`src/rtl/svp_pkg.sv`:
```
package svp_pkg;

    // Controller states of the scalar-vector product engine
    typedef enum logic [3:0] {
        S_IDLE,
        S_ALIGN,
        S_SORT,
        S_DEDUP,
        S_SCALE,
        S_WAIT,
        S_ACCUM,
        S_LOOKUP,
        S_DONE
    } svp_state_e;

endpackage

```
`src/rtl/svp_tz_align.sv`:
```
// Strips trailing zero bits from one element and reports the count.
module svp_tz_align #(
    parameter int W   = 16,
    parameter int TZW = $clog2(W)
) (
    input  logic [W-1:0]   val,
    output logic [W-1:0]   residue,
    output logic [TZW-1:0] tz,
    output logic           is_zero
);
    logic found;

    always_comb begin
        is_zero = (val == '0);
        tz      = '0;
        found   = 1'b0;
        for (int b = 0; b < W; b++) begin
            if (!found && val[b]) begin
                tz    = TZW'(b);
                found = 1'b1;
            end
        end
        residue = val >> tz;
    end
endmodule

```
`src/rtl/svp_sort_step.sv`:
```
// One odd-even transposition phase over keys with attached indices.
module svp_sort_step #(
    parameter int N  = 8,
    parameter int W  = 16,
    parameter int IW = $clog2(N)
) (
    input  logic                  odd_phase,
    input  logic [N-1:0][W-1:0]   key_in,
    input  logic [N-1:0][IW-1:0]  idx_in,
    output logic [N-1:0][W-1:0]   key_out,
    output logic [N-1:0][IW-1:0]  idx_out
);
    logic [N-1:0] swap;

    always_comb begin
        swap = '0;
        for (int k = 0; k < N - 1; k++) begin
            swap[k] = ((k % 2) == int'(odd_phase)) && (key_in[k] > key_in[k+1]);
        end
        for (int k = 0; k < N; k++) begin
            key_out[k] = key_in[k];
            idx_out[k] = idx_in[k];
            if (k < N - 1) begin
                if (swap[k]) begin
                    key_out[k] = key_in[k+1];
                    idx_out[k] = idx_in[k+1];
                end
            end
            if (k != 0) begin
                if (swap[k-1]) begin
                    key_out[k] = key_in[k-1];
                    idx_out[k] = idx_in[k-1];
                end
            end
        end
    end
endmodule

```
`src/rtl/svp_shadd_mul.sv`:
```
// Iterative shift-and-add scaler; finishes as soon as the multiplier runs out of set bits.
module svp_shadd_mul #(
    parameter int W  = 16,
    parameter int PW = 32
) (
    input  logic          clk,
    input  logic          rst_n,
    input  logic          go,
    input  logic [W-1:0]  mcand_in,
    input  logic [W-1:0]  mplier_in,
    output logic          busy,
    output logic [PW-1:0] result
);
    logic [PW-1:0] mc_q;
    logic [W-1:0]  mp_q;
    logic [PW-1:0] acc_q;

    always_ff @(posedge clk) begin
        if (!rst_n) begin
            mc_q  <= '0;
            mp_q  <= '0;
            acc_q <= '0;
        end else if (go) begin
            mc_q  <= PW'(mcand_in);
            mp_q  <= mplier_in;
            acc_q <= '0;
        end else if (mp_q != '0) begin
            if (mp_q[0]) begin
                acc_q <= acc_q + mc_q;
            end
            mc_q <= mc_q << 1;
            mp_q <= mp_q >> 1;
        end
    end

    assign busy   = (mp_q != '0);
    assign result = acc_q;
endmodule

```
`src/rtl/svp_engine.sv`:
```
module svp_engine
    import svp_pkg::*;
#(
    parameter int N  = 8,
    parameter int W  = 16,
    parameter int PW = 2 * W
) (
    input  logic            clk,
    input  logic            rst_n,
    input  logic            start,
    input  logic [N*W-1:0]  vec_in,
    input  logic [W-1:0]    scalar_in,
    output logic            done,
    output logic [N*PW-1:0] prod_out
);
    localparam int IW  = (N > 1) ? $clog2(N) : 1;
    localparam int CW  = $clog2(N + 1);
    localparam int TZW = $clog2(W);

    svp_state_e state_q, state_d;

    logic [N-1:0][W-1:0]   vec_q;
    logic [W-1:0]          scal_q;
    logic [N-1:0][W-1:0]   res_w;
    logic [N-1:0][TZW-1:0] tz_w;
    logic [N-1:0]          zero_w;
    logic [N-1:0][TZW-1:0] tz_q;
    logic [N-1:0]          zero_q;
    logic [N-1:0][W-1:0]   key_q, key_nx;
    logic [N-1:0][IW-1:0]  idx_q, idx_nx;
    logic [CW-1:0]         step_q;
    logic [CW-1:0]         ucnt_q;
    logic [W-1:0]          last_q;
    logic [N-1:0][W-1:0]   diff_q;
    logic [N-1:0][IW-1:0]  map_q;
    logic [CW-1:0]         j_q;
    logic [PW-1:0]         run_q;
    logic [N-1:0][PW-1:0]  scaled_q;
    logic [N-1:0][PW-1:0]  prod_q;
    logic                  mul_go;
    logic                  mul_busy;
    logic [PW-1:0]         mul_res;
    logic [W-1:0]          cur_key;
    logic                  is_new;

    // Per-element alignment
    for (genvar g = 0; g < N; g++) begin : g_align
        svp_tz_align #(.W(W), .TZW(TZW)) u_align (
            .val     (vec_q[g]),
            .residue (res_w[g]),
            .tz      (tz_w[g]),
            .is_zero (zero_w[g])
        );
    end

    svp_sort_step #(.N(N), .W(W), .IW(IW)) u_sort (
        .odd_phase (step_q[0]),
        .key_in    (key_q),
        .idx_in    (idx_q),
        .key_out   (key_nx),
        .idx_out   (idx_nx)
    );

    svp_shadd_mul #(.W(W), .PW(PW)) u_mul (
        .clk       (clk),
        .rst_n     (rst_n),
        .go        (mul_go),
        .mcand_in  (scal_q),
        .mplier_in (diff_q[IW'(j_q)]),
        .busy      (mul_busy),
        .result    (mul_res)
    );

    // State register
    always_ff @(posedge clk) begin
        if (!rst_n) begin
            state_q <= S_IDLE;
        end else begin
            state_q <= state_d;
        end
    end

    // Next state and controller outputs
    always_comb begin
        state_d = state_q;
        done    = 1'b0;
        mul_go  = 1'b0;
        unique case (state_q)
            S_IDLE:   if (start) state_d = S_ALIGN;
            S_ALIGN:  state_d = S_SORT;
            S_SORT:   if (step_q == CW'(N - 1)) state_d = S_DEDUP;
            S_DEDUP:  if (step_q == CW'(N - 1)) state_d = S_SCALE;
            S_SCALE: begin
                mul_go  = 1'b1;
                state_d = S_WAIT;
            end
            S_WAIT:   if (!mul_busy) state_d = S_ACCUM;
            S_ACCUM: begin
                if (j_q + 1'b1 == ucnt_q) state_d = S_LOOKUP;
                else                      state_d = S_SCALE;
            end
            S_LOOKUP: state_d = S_DONE;
            S_DONE: begin
                done    = 1'b1;
                state_d = S_IDLE;
            end
            default:  state_d = S_IDLE;
        endcase
    end

    assign cur_key = key_q[IW'(step_q)];
    assign is_new  = (step_q == '0) || (cur_key != last_q);

    // Datapath
    always_ff @(posedge clk) begin
        if (!rst_n) begin
            vec_q    <= '0;
            scal_q   <= '0;
            tz_q     <= '0;
            zero_q   <= '0;
            key_q    <= '0;
            idx_q    <= '0;
            step_q   <= '0;
            ucnt_q   <= '0;
            last_q   <= '0;
            diff_q   <= '0;
            map_q    <= '0;
            j_q      <= '0;
            run_q    <= '0;
            scaled_q <= '0;
            prod_q   <= '0;
        end else begin
            unique case (state_q)
                S_IDLE: begin
                    if (start) begin
                        vec_q  <= vec_in;
                        scal_q <= scalar_in;
                    end
                end
                S_ALIGN: begin
                    for (int i = 0; i < N; i++) begin
                        key_q[i] <= res_w[i];
                        idx_q[i] <= IW'(i);
                    end
                    tz_q   <= tz_w;
                    zero_q <= zero_w;
                    step_q <= '0;
                    ucnt_q <= '0;
                    last_q <= '0;
                end
                S_SORT: begin
                    key_q  <= key_nx;
                    idx_q  <= idx_nx;
                    step_q <= (step_q == CW'(N - 1)) ? '0 : step_q + 1'b1;
                end
                S_DEDUP: begin
                    if (is_new) begin
                        diff_q[IW'(ucnt_q)]       <= cur_key - last_q;
                        last_q                    <= cur_key;
                        map_q[idx_q[IW'(step_q)]] <= IW'(ucnt_q);
                        ucnt_q                    <= ucnt_q + 1'b1;
                    end else begin
                        map_q[idx_q[IW'(step_q)]] <= IW'(ucnt_q - 1'b1);
                    end
                    step_q <= step_q + 1'b1;
                    j_q    <= '0;
                    run_q  <= '0;
                end
                S_SCALE, S_WAIT: begin
                end
                S_ACCUM: begin
                    run_q              <= run_q + mul_res;
                    scaled_q[IW'(j_q)] <= run_q + mul_res;
                    j_q                <= j_q + 1'b1;
                end
                S_LOOKUP: begin
                    for (int i = 0; i < N; i++) begin
                        prod_q[i] <= zero_q[i] ? '0 : (scaled_q[map_q[i]] << tz_q[i]);
                    end
                end
                S_DONE: begin
                end
                default: begin
                end
            endcase
        end
    end

    assign prod_out = prod_q;
endmodule

```
`config.mk`:
```
export PLATFORM = sky130hd
export DESIGN_NAME = svp_engine
export DESIGN_NICKNAME = d
export VERILOG_FILES = /design/src/rtl/svp_pkg.sv /design/src/rtl/svp_tz_align.sv /design/src/rtl/svp_sort_step.sv /design/src/rtl/svp_shadd_mul.sv /design/src/rtl/svp_engine.sv
export SDC_FILE = /design/constraint.sdc
export NUM_CORES = 2
export LEC_CHECK = 0
export BUFFER_PORTS_ARGS = -buffer_cell sky130_fd_sc_hd__buf_2
export CAP_MARGIN = 0
export CORE_ASPECT_RATIO = 2
export CORE_MARGIN = 2
export CORE_UTILIZATION = 26
export DETAILED_ROUTE_END_ITERATION = 8
export PLACE_DENSITY = 0.43
export SYNTH_ARGS = -nofsm -noshare
export SYNTH_HDL_FRONTEND = slang
export SYNTH_HIERARCHICAL = 1
export SYNTH_SLANG_ARGS = --single-unit
```
`constraint.sdc`:
```
create_clock -name clk -period 4.3 [get_ports clk]
set_clock_uncertainty 0.05 [all_clocks]
set_input_delay 0.215 -clock clk [delete_from_list [all_inputs] [get_ports clk]]
set_output_delay 0.215 -clock clk [all_outputs]
set_load 0.01 [all_outputs]
```
==> flow_metrics.tcl <==
set metrics [dict create \
    nFillCells 35300 \
    arrival_ns 4.86 \
    cp_slowest_cell "mux4_2" \
    crit_fanout 12 \
    cts_root_buffer "clkbuf_16" \
    die_area_sq_um 341000 \
    dp.cells 14800 \
    holdWs_ns 0.108 \
    die-width_um 414 \
    ys_seq_area_share_pct 26.2 \
    antenna_found_initial 21 \
    max_cap_viol_count 0 \
    met2_usage_pct 45.3 \
    cts.clk_slew.worst_paths_ns 0.06 \
    clkPwrFrac_pct 21.8 \
    io_pins 404 \
    timing.fmax_ghz 0.238 \
    wl_per_cell_um 29.1 \
    crit_chain "buf_4, buf_4, mux4_2, mux2_2, ha_1, nand3_1, a211o_1, or4_4, nor2_8, nor2_8, nand2_2, nor3_2, buf_4, a211oi_1" \
    place_area_sq_um 95600 \
    leakage_nw 35.7 \
    via_per_inst 5.63 \
    grt_use_total_pct 25.3 \
    net-switching-power_mw 28.6 \
    p_per_area_nw_per_um2 580 \
    cts_buffers 140 \
    numPortBuffers 403 \
    crit_top_cell "buf_4" \
    rsz0062_at_grt "no" \
    period_minus_slack_ns 4.21 \
    grt_remaining_overflow 0 \
    cts_tree "done" \
    synth_area_per_cell_sq_um 8.34 \
    grt_util_met3_pct 4.74 \
    final_common_cell "nand2_1" \
    worst_pin_slew_ns 1.34 \
    p_seq_share_pct 22.9 \
    crit_required_ns 4.96 \
    detailed_place_hpwl_um 341000 \
    ys.flop_type "dfxtp_1" \
    synth_area_sq_um 87300 \
    firstDrtPassIters 6 \
    start_kind "flop" \
    synthArstFlopShare_pct 0 \
    relSlewSlack_pct 10.6 \
    max_stage_delay_ns 0.62 \
    drive_gt1_share_pct 20.3 \
    p_sw_share_pct 48.3 \
    grt_max_degree 247 \
    busiest_layer "met2" \
    netlist_instances 10500 \
    dieHeight_um 823 \
    ys_top_cells_by_area "dfxtp_1 26%, mux4_2 19%, nand2_1 7.6%" \
    grt_pass1_vias 84300 \
    hold_class "in2reg" \
    synth.largest_area_cell "dfxtp_1" \
    cp-end-kind "flop" \
    drtAntennaViolNets 0 \
    finalNonFillerCells 15300 \
    syn_nets 10800 \
    slew_violations 0 \
    finalNetCount 11100 \
    cts_buffer_depth 4 \
    numClockSinks 1144 \
    clk_latency_ns 0.85 \
    rows 300 \
    setup-violations-final 0 \
    combPwrFrac_pct 55.4 \
    htree_levels 4 \
    layout_common_cells "1770 x nand2_1, 1446 x nor2_1, 1108 x dfxtp_1, 997 x a21oi_1, 751 x mux4_2" \
    ys_ff_latch 1144 \
    fin_crit_sh_pct 97.8 \
    vias 85900 \
    ir_drop_mv 0.999 \
    drc 0 \
    crit_type "reg2reg" \
    ys_types 107 \
    finalSetupTns_ns 0 \
    start_util_pct 26.2 \
    internal_power_mw 30.6 \
    use_met1_pct 24.0 \
    grt_pass1_wl_um 626000 \
    fin_area_sq_um 102000 \
    dr.first_iter.drc_count 7452 \
    yosys_warnings 6 \
    area_growth_pct 16.9 \
    finalHoldViolCount 0 \
    wirelength_um 444000 \
    core_sq_um 334000 \
    place.gp.congestion 1.06 \
    status "complete, no violations" \
    synth_edf_count 0 \
    synth_top_area_share_pct 26.2 \
]
==> cell type report <==
class | count | area, sq um | area share (%)
multi-input cells | 8248 | 60400 | 59.2
flip-flops and latches | 1144 | 23000 | 22.5
repair buffers | 980 | 7420 | 7.28
well taps | 4379 | 5480 | 5.37
clock buffers | 181 | 3900 | 3.83
inverters | 248 | 948 | 0.930
clock inverters | 57 | 805 | 0.789
diodes | 18 | 45.0 | 0.0442
==> cells by family (layout without fill, tap and decap cells) <==
logic type               after synthesis  after routing  share of synthesized area [%]
AND/OR/NAND/NOR                     3899           3899                           18.8
AO/OA/AOI/OAI                       2630           2630                           18.6
multiplexers                        1447           1447                           27.6
flip-flops                          1144           1144                           26.2
buffers and inverters               1072           1466                           5.00
adder cells (fa/ha/maj)              199            199                           2.88
XOR/XNOR                              73             73                          0.780
other                                  0             18                              0
==> power groups by stage <==
stage          combinational, mW  sequential, mW  clock (mW)
6_report                    32.8            13.5        12.9
5_1_grt                     35.2            13.6        13.5
4_1_cts                     32.3            13.5        13.2
3_5_place_dp                32.1            13.8           0
3_3_place_gp                31.9            13.7           0
2_1_floorplan               20.7            12.9           0
==> per-layer routing <==
layer / part of all wire, % / up-vias / routed length [um]
met5: 0.026 / - / 117
met4: 12 / 16 / 51700
met3: 6.0 / 1406 / 26900
met2: 50 / 3580 / 224000
met1: 32 / 42100 / 142000
li1: - / 38800 / -
==> worst max-delay path, delay by kind of cell, from the launching register on <==
kind                       cells  cell delay, ns
adders and majority gates      1            0.31
muxes                          2            0.98
DFF                            1            0.38
buffers and inverters          3            0.59
AOI/OAI and AO/OA              2            0.55
and+or+nand+nor                6            1.20
==> synthesized netlist by cell type, types with 73 or more instances <==
master	instances
inv_1	214
nor2_1	1456
nor3_1	92
mux4_2	751
nor2b_1	73
buf_2	131
ha_1	196
mux2_2	148
mux2i_1	532
a211oi_1	207
o211ai_1	124
a21oi_1	997
o22ai_1	111
nand3_1	194
nand2_1	1773
buf_1	94
o21ai_0	573
dfxtp_1	1144
a22oi_1	116
clkbuf_1	572
==> registers in the layout (all words and copies together) (netlist names), 8 cells and up <==
register / cells
diff_q: 128
idx_q: 24
key_q: 128
last_q: 16
map_q: 24
prod_out: 256
run_q: 32
scal_q: 16
scaled_q: 256
tz_q: 32
u_mul/mc_q: 32
u_mul/mp_q: 16
u_mul/result: 32
vec_q: 128
zero_q: 8
==> metrics by stage <==
stage	util (%)	power [mW]	setup WS [ns]
after floorplan	-	33.7	0.00363
after global placement	28.7	45.6	-0.264
after detailed placement	28.7	45.8	-0.138
after CTS	30.5	59.1	0.0112
after global routing	30.6	62.4	0.00579
final	30.6	59.2	0.0936
==> path summary, 6_finish.rpt <==
| path | slack, ns | start | cells after the start | end |
|---|---|---|---|---|
| worst max-delay path | 0.09 | step_q[0] | 14 | diff_q[66] |
| worst min-delay path | 0.11 | vec_in[82] | 4 | vec_q[82] |
| worst max register to register | 0.09 | step_q[0] | 14 | diff_q[66] |
| worst min register to register | 0.40 | prod_out[109] | 2 | prod_out[109] |
==> timing repair <==
item                                    4_1_cts  5_1_grt
endpoints found under the hold margin       196        0
endpoints found under the setup margin        9      113
setup buffers                                 0        5
gates resized for setup                       5        9
hold buffers                                146        0
Power figures use the tool's default switching activity.
